**config.mk**
```make
export PLATFORM = sky130hd
export DESIGN_NAME = hbus_errflag
export DESIGN_NICKNAME = d
export VERILOG_FILES = /design/src/rtl/hbus_errflag_pkg.sv /design/src/rtl/hbus_errflag_rstsync.sv /design/src/rtl/hbus_errflag_pinsync.sv /design/src/rtl/hbus_errflag_flag.sv /design/src/rtl/hbus_errflag.sv
export SDC_FILE = /design/constraint.sdc
export NUM_CORES = 1
export LEC_CHECK = 0
export ABC_AREA = 1
export BUFFER_PORTS_ARGS = -buffer_cell sky130_fd_sc_hd__buf_2
export CORE_MARGIN = 8
export CORE_UTILIZATION = 40
export CTS_CLUSTER_SIZE = 25
export DETAILED_ROUTE_END_ITERATION = 7
export PLACE_DENSITY_LB_ADDON = 0.2
export SLEW_MARGIN = 20
export SYNTH_ARGS = -nofsm -noshare
export SYNTH_HDL_FRONTEND = slang
export SYNTH_HIERARCHICAL = 1
export SYNTH_SLANG_ARGS = --single-unit
```
**constraint.sdc**
```tcl
create_clock -name clk -period 0.8 [get_ports clk]
set_input_delay 0.16 -clock clk [delete_from_list [all_inputs] [get_ports clk]]
set_output_delay 0.16 -clock clk [all_outputs]
set_load 0.05 [all_outputs]
```
**src/rtl/hbus_errflag_pkg.sv**
```systemverilog
package hbus_errflag_pkg;
  localparam int REG_W     = 8;
  localparam int BIT_A20   = 7;
  localparam int BIT_RSTF  = 6;
  localparam int BIT_PDF   = 5;
  localparam int BIT_CTL   = 0;
  localparam int SYNC_DEF  = 2;
endpackage

```
**src/rtl/hbus_errflag_rstsync.sv**
```systemverilog
module hbus_errflag_rstsync #(
  parameter int STAGES = 2
) (
  input  logic clk,
  input  logic arst_n,
  output logic srst_n
);
  logic [STAGES-1:0] chain_q;
  logic [STAGES-1:0] chain_d;

  always_comb begin
    chain_d = {chain_q[STAGES-2:0], 1'b1};
  end

  always_ff @(posedge clk or negedge arst_n) begin
    if (!arst_n) chain_q <= '0;
    else         chain_q <= chain_d;
  end

  assign srst_n = chain_q[STAGES-1];
endmodule

```
**src/rtl/hbus_errflag_pinsync.sv**
```systemverilog
module hbus_errflag_pinsync #(
  parameter int   STAGES  = 2,
  parameter logic RST_VAL = 1'b1
) (
  input  logic clk,
  input  logic rst_n,
  input  logic pin_i,
  output logic level_o,
  output logic fall_o
);
  logic [STAGES-1:0] sync_q;
  logic [STAGES-1:0] sync_d;
  logic              prev_q;

  generate
    if (STAGES == 1) begin : g_one
      always_comb sync_d = pin_i;
    end else begin : g_many
      always_comb sync_d = {sync_q[STAGES-2:0], pin_i};
    end
  endgenerate

  always_ff @(posedge clk or negedge rst_n) begin
    if (!rst_n) begin
      sync_q <= {STAGES{RST_VAL}};
      prev_q <= RST_VAL;
    end else begin
      sync_q <= sync_d;
      prev_q <= sync_q[STAGES-1];
    end
  end

  assign level_o = sync_q[STAGES-1];
  assign fall_o  = prev_q & ~sync_q[STAGES-1];
endmodule

```
**src/rtl/hbus_errflag_flag.sv**
```systemverilog
module hbus_errflag_flag (
  input  logic clk,
  input  logic rst_n,
  input  logic set_i,
  input  logic hard_clr_i,
  input  logic rd_i,
  input  logic wr_i,
  input  logic wbit_i,
  output logic flag_o,
  output logic armed_o
);
  logic flag_q, flag_d;
  logic arm_q, arm_d;
  logic soft_clr;

  always_comb begin
    soft_clr = wr_i & ~wbit_i & arm_q;
    if (hard_clr_i)    flag_d = 1'b0;
    else if (set_i)    flag_d = 1'b1;
    else if (soft_clr) flag_d = 1'b0;
    else               flag_d = flag_q;
    if (wr_i)          arm_d = 1'b0;
    else if (rd_i)     arm_d = arm_q | flag_q;
    else               arm_d = arm_q;
  end

  always_ff @(posedge clk or negedge rst_n) begin
    if (!rst_n) begin
      flag_q <= 1'b0;
      arm_q  <= 1'b0;
    end else begin
      flag_q <= flag_d;
      arm_q  <= arm_d;
    end
  end

  assign flag_o  = flag_q;
  assign armed_o = arm_q;
endmodule

```
**src/rtl/hbus_errflag.sv**
```systemverilog
module hbus_errflag
  import hbus_errflag_pkg::*;
#(
  parameter int SYNC_STAGES = SYNC_DEF
) (
  input  logic             clk,
  input  logic             rst_n,
  input  logic             rd_en,
  input  logic             wr_en,
  input  logic [REG_W-1:0] wdata,
  output logic [REG_W-1:0] rdata,
  input  logic             busrst_n,
  input  logic             pwrdn_n,
  input  logic             a20_pin,
  input  logic             sw_rst,
  input  logic             sci_en,
  output logic             sci_out,
  output logic             err_irq
);
  logic srst_n;
  logic rst_lvl, rst_fall;
  logic pd_lvl, pd_fall;
  logic a20_lvl, a20_fall_unused;
  logic rstf, rstf_arm;
  logic pdf, pdf_arm;
  logic pd_hard_clr;
  logic ctl_q, ctl_d;
  logic irq_q, irq_d;

  hbus_errflag_rstsync #(.STAGES(2)) u_rst (
    .clk(clk), .arst_n(rst_n), .srst_n(srst_n));

  hbus_errflag_pinsync #(.STAGES(SYNC_STAGES), .RST_VAL(1'b1)) u_sync_rst (
    .clk(clk), .rst_n(srst_n), .pin_i(busrst_n), .level_o(rst_lvl), .fall_o(rst_fall));

  hbus_errflag_pinsync #(.STAGES(SYNC_STAGES), .RST_VAL(1'b1)) u_sync_pd (
    .clk(clk), .rst_n(srst_n), .pin_i(pwrdn_n), .level_o(pd_lvl), .fall_o(pd_fall));

  hbus_errflag_pinsync #(.STAGES(SYNC_STAGES), .RST_VAL(1'b0)) u_sync_a20 (
    .clk(clk), .rst_n(srst_n), .pin_i(a20_pin), .level_o(a20_lvl), .fall_o(a20_fall_unused));

  assign pd_hard_clr = ~rst_lvl | sw_rst;

  hbus_errflag_flag u_flag_rst (
    .clk(clk), .rst_n(srst_n), .set_i(rst_fall), .hard_clr_i(1'b0),
    .rd_i(rd_en), .wr_i(wr_en), .wbit_i(wdata[BIT_RSTF]),
    .flag_o(rstf), .armed_o(rstf_arm));

  hbus_errflag_flag u_flag_pd (
    .clk(clk), .rst_n(srst_n), .set_i(pd_fall), .hard_clr_i(pd_hard_clr),
    .rd_i(rd_en), .wr_i(wr_en), .wbit_i(wdata[BIT_PDF]),
    .flag_o(pdf), .armed_o(pdf_arm));

  always_comb begin
    ctl_d = wr_en ? wdata[BIT_CTL] : ctl_q;
    irq_d = rstf | pdf;
  end

  always_ff @(posedge clk or negedge srst_n) begin
    if (!srst_n) begin
      ctl_q <= 1'b0;
      irq_q <= 1'b0;
    end else begin
      ctl_q <= ctl_d;
      irq_q <= irq_d;
    end
  end

  always_comb begin
    rdata           = '0;
    rdata[BIT_A20]  = a20_lvl;
    rdata[BIT_RSTF] = rstf;
    rdata[BIT_PDF]  = pdf;
    rdata[BIT_CTL]  = ctl_q;
  end

  assign sci_out = ctl_q & sci_en;
  assign err_irq = irq_q;
endmodule

```
==> results of run 1 <==
==> cells in the final DEF, fill, tap and decap left out, drive strengths merged <==
cell,instances
clkbuf,4
nand3,4
conb,7
a21oi,2
clkinvlp,1
dfrtp,10
nor2,6
dfstp,6
nand2,9
dlygate4sd3,4
buf,22
inv,8
or2,1
==> where the power goes <==
group          internal, mW  switching (mW)
clock                 0.193           0.226
sequential            0.864          0.0323
combinational         0.113           0.182
total                  1.17           0.440
==> metrics by stage <==
step                      worst slack [ns]  total power [mW]
after global placement              -0.131              1.13
after CTS                           -0.352              1.63
final                               -0.342              1.61
after detailed placement            -0.129              1.13
after floorplan                    -0.0705              1.09
after global routing                -0.414              1.70
==> final timing paths <==
path                                                        to  slack, ns  depth (start not counted)
min in group asynchronous       u_sync_a20/sync_q[1]$_DFF_PN0_       0.13                          0
worst max register to register    u_flag_pd/flag_o$_DFFE_PN0P_      -0.12                          4
max in group asynchronous                    ctl_q$_DFFE_PN0P_       0.25                          1
worst max-delay path                                   sci_out      -0.34                          3
worst min register to register  u_sync_a20/sync_q[1]$_DFF_PN0_       0.13                          0
worst min-delay path                         ctl_q$_DFFE_PN0P_       0.08                          3
==> worst max-delay path, cell delays in order, from the launching register on <==
cell and delay [ns]:
dfrtp_1 0.40, nand2_2 0.08, clkinvlp_4 0.07, buf_6 0.15
==> sequential cells by signal, summed over array words and instances, names as in the netlist, 2 cells and up <==
signal,cells
u_sync_rst/sync_q,2
u_sync_pd/sync_q,2
u_sync_a20/sync_q,2
u_rst/chain_q,2
==> layout make-up <==
class | instances | area, um2
Fill cell | 136 | 631
Sequential cell | 16 | 408
Timing Repair Buffer | 26 | 208
Multi-Input combinational cell | 29 | 141
Inverter | 9 | 37.5
Clock buffer | 4 | 26.3
Tap cell | 16 | 20.0
==> per-layer routing <==
layer	global-route usage, %	share of wire, %	up-vias
li1	-	-	204
met1	6.72	32	192
met2	14.9	50	21
met3	6.42	18	2
met4	3.60	0.82	0
met5	0	0	-
==> timing repair <==
item,4_1_cts,5_1_grt
cloned,0,0
resized for setup,16,5
buffers inserted,4,1
endpoints found under the hold margin,5,0
hold buffers,4,0
endpoints found under the setup margin,8,11
pin swaps,4,2
==> flow_summary.ini, run 1 <==
[clock_tree]
cts_sinks = 16
cts-root-buf = clkbuf_4
cts_buffers = 3
clkSlewWorstSetupHoldPaths_ns = 0.09
htree_levels = 1
cts_tree = yes
clk_path_buf_depth = 2
insertion_delay_ns = 0.28

[min_path]
hold_path.class = in2reg
min-delay-start = wdata[0]

[global_route]
track_usage_pct = 8.40
antenna_found_initial = 0
grt_start_max_net_pins = 10
grt_pass1_vias = 424
gr-total-overflow = 0
grt_pass1_wl_mm = 1.71

[placed_design]
placed_cell_area_um2 = 684
dp_cells = 88
gp_congestion = 0.743
io_buffers = 17
hpwl_um = 771

[drt]
drc = 0
ant_nets = 0
avgViaCountPerCell = 4.19
vias = 419
wire_per_inst_um = 11.0
dr.pass1.iters = 2
drt_iter0_drc = 3
drt_wl_total_mm = 1.10

[sta]
report.final.slew_viol_count = 0
rsz0062_at_grt = yes
finalCritPeriodShare_pct = 143
hold_viol = 0
skew_ns = 0.0105
fmax_ghz = 0.875
period_needed_ns = 1.14
final.setup.tns_ns = -1.72
hold_slack_ns = 0.0790
finalSetupViolCount = 10
layout_setup_ws_ns = -0.342

[floorplan]
dieHeight_um = 55.0
ios = 27
die_x_um = 55.0
num_rows = 14
coreArea_um2 = 1470
die_area_um2 = 3020
start_util_pct = 41.2

[critical_path]
r2r_start = u_sync_rst/sync_q[1]$_DFF_PN1_
cp_max_fo = 2
path_class = reg2out
cp-end-kind = output port
worst_setup_path_start_kind = register
crit_required_ns = 0.64
cp_data_arrival_time_ns = 0.98
setup.worst_path.start = ctl_q$_DFFE_PN0P_

[power]
vdd_ir_drop_max_mv = 1.49
powerDensity_nw_per_um2 = 1920
leakage_nw = 0.439

[layout]
drive_above_1_share_pct = 47.6
fin_cells = 100
utilization_pct = 57.1
fin_area_um2 = 841
fin_nets = 102
diodes = 0
area_growth_pct = 38.6

[synthesis]
ys_warn_count = 6
syn_area_um2 = 607
synthCells = 57
syn_area_per_cell_um2 = 10.6

[status]
outcome = finished with violations
violations = setup timing

[job]
maxCapViolCount = 0
(Power assumes the default switching activity.)
==> run 2: changes to the inputs <==
--- a/config.mk
+++ b/config.mk
@@ -6,6 +6,7 @@
 export NUM_CORES = 1
 export LEC_CHECK = 0
 export ABC_AREA = 1
+export ABC_CLOCK_PERIOD_IN_PS = 1050
 export BUFFER_PORTS_ARGS = -buffer_cell sky130_fd_sc_hd__buf_2
 export CORE_MARGIN = 8
 export CORE_UTILIZATION = 40
==> constraint.sdc (replaced) <==
create_clock -name clk -period 1.05 [get_ports clk]
set_input_delay 0.21 -clock clk [delete_from_list [all_inputs] [get_ports clk]]
set_output_delay 0.21 -clock clk [all_outputs]
set_load 0.05 [all_outputs]
==> run 2 against run 1 <==
Net effect: the run still ends with setup timing left; critical path type unchanged; highest routed layer is now met3; clock skew decreased by 0.010 ns; cell count fell by 6.0%; core utilization shrank 5.7 points; global-route usage down 1.1 points; critical path depth unchanged; wire length down 16%; total power shrank 28%; sequential power fell by 25%.
==> flow_summary.ini, run 2 (synthesis results as in run 1) <==
[layout]
fin_nets = 97
diodes = 0
utilization_pct = 51.4
final_cell_mix = buf_2 (12), dfrtp_1 (10), inv_1 (9), nand2_1 (9), conb_1 (7)
drive_above_1_share_pct = 39.7
fin_area_um2 = 757
area_growth_pct = 24.7
final_common_cell = buf_2

[power]
vdd_ir_drop_max_mv = 0.744
powerDensity_nw_per_um2 = 1540
leakage_nw = 0.419

[floorplan]
num_rows = 14
die_area_um2 = 3020
ios = 27
die_x_um = 55.0
dieHeight_um = 55.0
coreArea_um2 = 1470
start_util_pct = 41.2

[critical_path]
crit_required_ns = 0.84
path_class = reg2out
cp_max_fo = 3
cp_data_arrival_time_ns = 0.92
worst_setup_path_start_kind = register
cp-end-kind = output port

[status]
outcome = finished with violations
violations = setup timing

[drt]
ant_nets = 0
drt_wl_total_um = 932
vias = 390
avgViaCountPerCell = 4.15
wire_per_inst_um = 9.91
drt_iter0_drc = 0
dr.pass1.iters = 1
drc = 0

[global_route]
gr-total-overflow = 0
antenna_found_initial = 0
grt_pass1_vias = 407
grt_pass1_wl_mm = 1.52
grt_start_max_net_pins = 12
track_usage_pct = 7.26

[clock_tree]
cts_tree = yes
cts-root-buf = clkbuf_4
htree_levels = 1
cts_sinks = 16
insertion_delay_ns = 0.27
clkSlewWorstSetupHoldPaths_ns = 0.08
clk_path_buf_depth = 2
cts_buffers = 3

[placed_design]
place_ws_ns = 0.137
io_buffers = 17
hpwl_um = 702
placed_cell_area_um2 = 678
gp_congestion = 0.674

[sta]
finalSetupViolCount = 2
final.setup.tns_ns = -0.149
rsz0062_at_grt = yes
fmax_ghz = 0.885
skew_ns = 0.000314
layout_setup_ws_ns = -0.0793
finalCritPeriodShare_pct = 108
hold_slack_ns = 0.0298
period_needed_ns = 1.13
report.final.slew_viol_count = 0
hold_viol = 0

[job]
maxCapViolCount = 0

[min_path]
hold_path.class = in2reg
run 2: where the power goes:
group / switching (mW) / leakage (nW) / internal [mW] / total, mW
logic: 0.131 / 0.216 / 0.0626 / 0.194
registers: 0.0173 / 0.189 / 0.658 / 0.676
clock network: 0.164 / 0.0138 / 0.133 / 0.297
total: 0.313 / 0.419 / 0.854 / 1.17
run 2: final cells by class:
| cell class | count | area (um2) |
|---|---|---|
| fillers | 151 | 714 |
| flip-flops and latches | 16 | 408 |
| inverters | 9 | 33.8 |
| clock buffers | 3 | 22.5 |
| multi-input cells | 29 | 124 |
| repair buffers | 21 | 149 |
| well taps | 16 | 20.0 |
run 2: per-layer routing:
layer	global-route usage, %	routed length, um
met3	3.48	143
met4	4.80	0
met2	11.3	430
met1	7.68	358
met5	0	0
run 2: what timing repair did:
item / CTS / global route
pin swaps: 1 / 0
gates cloned: 0 / 0
gates resized for setup: 9 / 1
hold buffers: 1 / 0
endpoints found under the hold margin: 2 / 0
setup endpoints to repair: 6 / 6
setup buffers: 2 / 0
run 2: worst paths after layout:
check                                                 end  cells after the start                       start  slack, ns
setup / recovery                                  sci_out                      3           ctl_q$_DFFE_PN0P_      -0.08
hold / removal              u_sync_pd/sync_q[0]$_DFF_PN1_                      1                     pwrdn_n       0.03
setup reg to reg             u_flag_pd/flag_o$_DFFE_PN0P_                      5  u_sync_pd/prev_q$_DFF_PN1_       0.14
hold reg to reg             u_sync_pd/sync_q[0]$_DFF_PN1_                      0  u_rst/chain_q[1]$_DFF_PN0_       0.26
max in group asynchronous  u_sync_rst/sync_q[0]$_DFF_PN1_                      1  u_rst/chain_q[1]$_DFF_PN0_       0.55
min in group asynchronous      u_rst/chain_q[0]$_DFF_PN0_                      2                       rst_n       0.24
run 2: critical path, stage by stage, from the launching register on:
cell and delay, ns:
dfrtp_1 0.40, nand2_1 0.07, inv_1 0.04, buf_6 0.14
run 2: stage by stage:
stage / total power, mW / cells
after floorplan: 0.830 / 62
after global placement: 0.853 / 88
after detailed placement: 0.856 / 88
after CTS: 1.20 / 94
after global routing: 1.24 / 94
final: 1.17 / 94
==> run 3: changes to the inputs <==
--- a/config.mk
+++ b/config.mk
@@ -12,7 +12,7 @@
 export CORE_UTILIZATION = 40
 export CTS_CLUSTER_SIZE = 25
 export DETAILED_ROUTE_END_ITERATION = 7
-export PLACE_DENSITY_LB_ADDON = 0.2
+export PLACE_DENSITY = 0.71
 export SLEW_MARGIN = 20
 export SYNTH_ARGS = -nofsm -noshare
 export SYNTH_HDL_FRONTEND = slang
==> run 3 against run 2 <==
Net effect: setup slack better by 0.015 ns; register-to-register slack hardly changed; wire length is 1.3% lower; flip-flop and latch count stayed put; critical endpoint unchanged; cell count is 1.1% lower; via count is 3.6% lower; sequential share of layout area is 0.54 points higher; global-route usage is 0.86 points lower; the run still ends with setup timing left; first-iteration DRC count is 2 higher; non-clock buffer count is 1 lower.
==> flow_summary.ini, run 3 (synthesis results as in run 1) <==
[status]
outcome = finished with violations
violations = setup timing

[critical_path]
crit_required_ns = 0.84
slowest_delay_ns = 0.39
crit_end = sci_out
cp-end-kind = output port
cp_num_buf_inv = 2
r2r_cells = 5
r2r_start = u_sync_rst/prev_q$_DFF_PN1_
cp_data_arrival_time_ns = 0.90
worst-path-stages = 3
crit_chain = nand2_1 -> inv_1 -> buf_6
worst_setup_path_start_kind = register
cp_max_fo = 3
critPathSlowestCell = dfrtp_1
rrSetupSlack_ns = 0.13
r2r_end = u_flag_rst/flag_o$_DFFE_PN0P_
setup.worst_path.start = ctl_q$_DFFE_PN0P_
critPathTopFamily = flip-flops
path_class = reg2out

[drt]
vias = 376
avgViaCountPerCell = 4.04
drc = 0
drt_iter0_drc = 2
drt_wl_total_um = 920
wire_per_inst_um = 9.89
ant_nets = 0
dr.pass1.iters = 3

[clock_tree]
htree_levels = 1
clkSlewWorstSetupHoldPaths_ns = 0.08
cts_tree = yes
cts_buffers = 3
clk_path_buf_depth = 2
cts_sinks = 16
insertion_delay_ns = 0.27
cts-root-buf = clkbuf_4

[floorplan]
dieHeight_um = 55.0
die_x_um = 55.0
die_area_um2 = 3020
coreArea_um2 = 1470
start_util_pct = 41.2
ios = 27
num_rows = 14

[power]
powerDensity_nw_per_um2 = 1540
power_mw = 1.16
vdd_ir_drop_max_mv = 0.848
leakage_nw = 0.414

[sta]
final.setup.tns_ns = -0.126
finalCritPeriodShare_pct = 106
fmax_ghz = 0.897
report.final.slew_viol_count = 0
tightest_slew_ns = 0.519
hold_viol = 0
layout_setup_ws_ns = -0.0642
period_needed_ns = 1.11
max-slew-margin-rel_pct = 65.4
skew_ns = 0.000494
hold_slack_ns = 0.0313
finalSetupViolCount = 2
rsz0062_at_grt = yes

[layout]
fin_nets = 96
utilization_pct = 50.9
final_cell_mix = buf_2 (12), dfrtp_1 (10), inv_1 (9), nand2_1 (9), conb_1 (7)
area_growth_pct = 23.5
final_common_cell = buf_2
drive_above_1_share_pct = 39.0
diodes = 0

[min_path]
hold_path.class = in2reg

[job]
maxCapViolCount = 0

[global_route]
track_usage_pct = 6.40
gr-total-overflow = 0
antenna_found_initial = 0
grt_pass1_vias = 334
grt_start_max_net_pins = 15
grt_pass1_wl_mm = 1.35

[placed_design]
gp_congestion = 0.711
hpwl_um = 741
place_ws_ns = 0.129
io_buffers = 17
[run 3: through the flow]
step / std cells / area (um2)
floorplan: 62 / 626
global placement: 87 / 671
detailed placement: 87 / 671
CTS: 93 / 742
global route: 93 / 749
finish: 93 / 749
[run 3: how the worst min path moves through the flow]
stage | startpoint | end | depth (start not counted) | slack, ns
2_1_floorplan | rst_n | u_rst/chain_q[0]$_DFF_PN0_ | 0 | -0.09
3_3_place_gp | rst_n | u_rst/chain_q[0]$_DFF_PN0_ | 1 | -0.005
3_5_place_dp | rst_n | u_rst/chain_q[0]$_DFF_PN0_ | 1 | -0.004
4_1_cts | busrst_n | u_sync_rst/sync_q[0]$_DFF_PN1_ | 1 | 0.02
5_1_grt | pwrdn_n | u_sync_pd/sync_q[0]$_DFF_PN1_ | 1 | 0.008
6_report | busrst_n | u_sync_rst/sync_q[0]$_DFF_PN1_ | 1 | 0.03
[run 3: what timing repair did]
action | CTS | global route
pin swaps | 1 | 0
hold buffers | 1 | 0
hold endpoints to repair | 2 | 0
setup endpoints to repair | 6 | 6
resized for setup | 8 | 2
setup buffers | 2 | 0
[run 3: final cells by class]
| cell class | instances | area (um2) |
|---|---|---|
| fillers | 147 | 722 |
| flip-flops and latches | 16 | 408 |
| repair buffers | 20 | 141 |
| multi-input cells | 29 | 124 |
| inverters | 9 | 33.8 |
| clock buffers | 3 | 22.5 |
| well taps | 16 | 20.0 |
[run 3: layer usage]
metal | global-route usage [%] | wire length [um]
met4 | 2.40 | 0
met5 | 0 | 0
met2 | 8.68 | 371
met3 | 3.74 | 169
met1 | 8.21 | 379
[run 3: where the power goes]
group	internal [mW]	switching [mW]	leakage [nW]	total, mW
combinational	0.0601	0.123	0.211	0.183
sequential	0.658	0.0245	0.189	0.683
clock	0.132	0.159	0.0138	0.291
[run 3: worst reg2reg max path, delay by kind of cell (launching register included)]
family / cells / cell delay, ns
buf+inv: 1 / 0.04
flops: 1 / 0.53
simple gates: 4 / 0.25
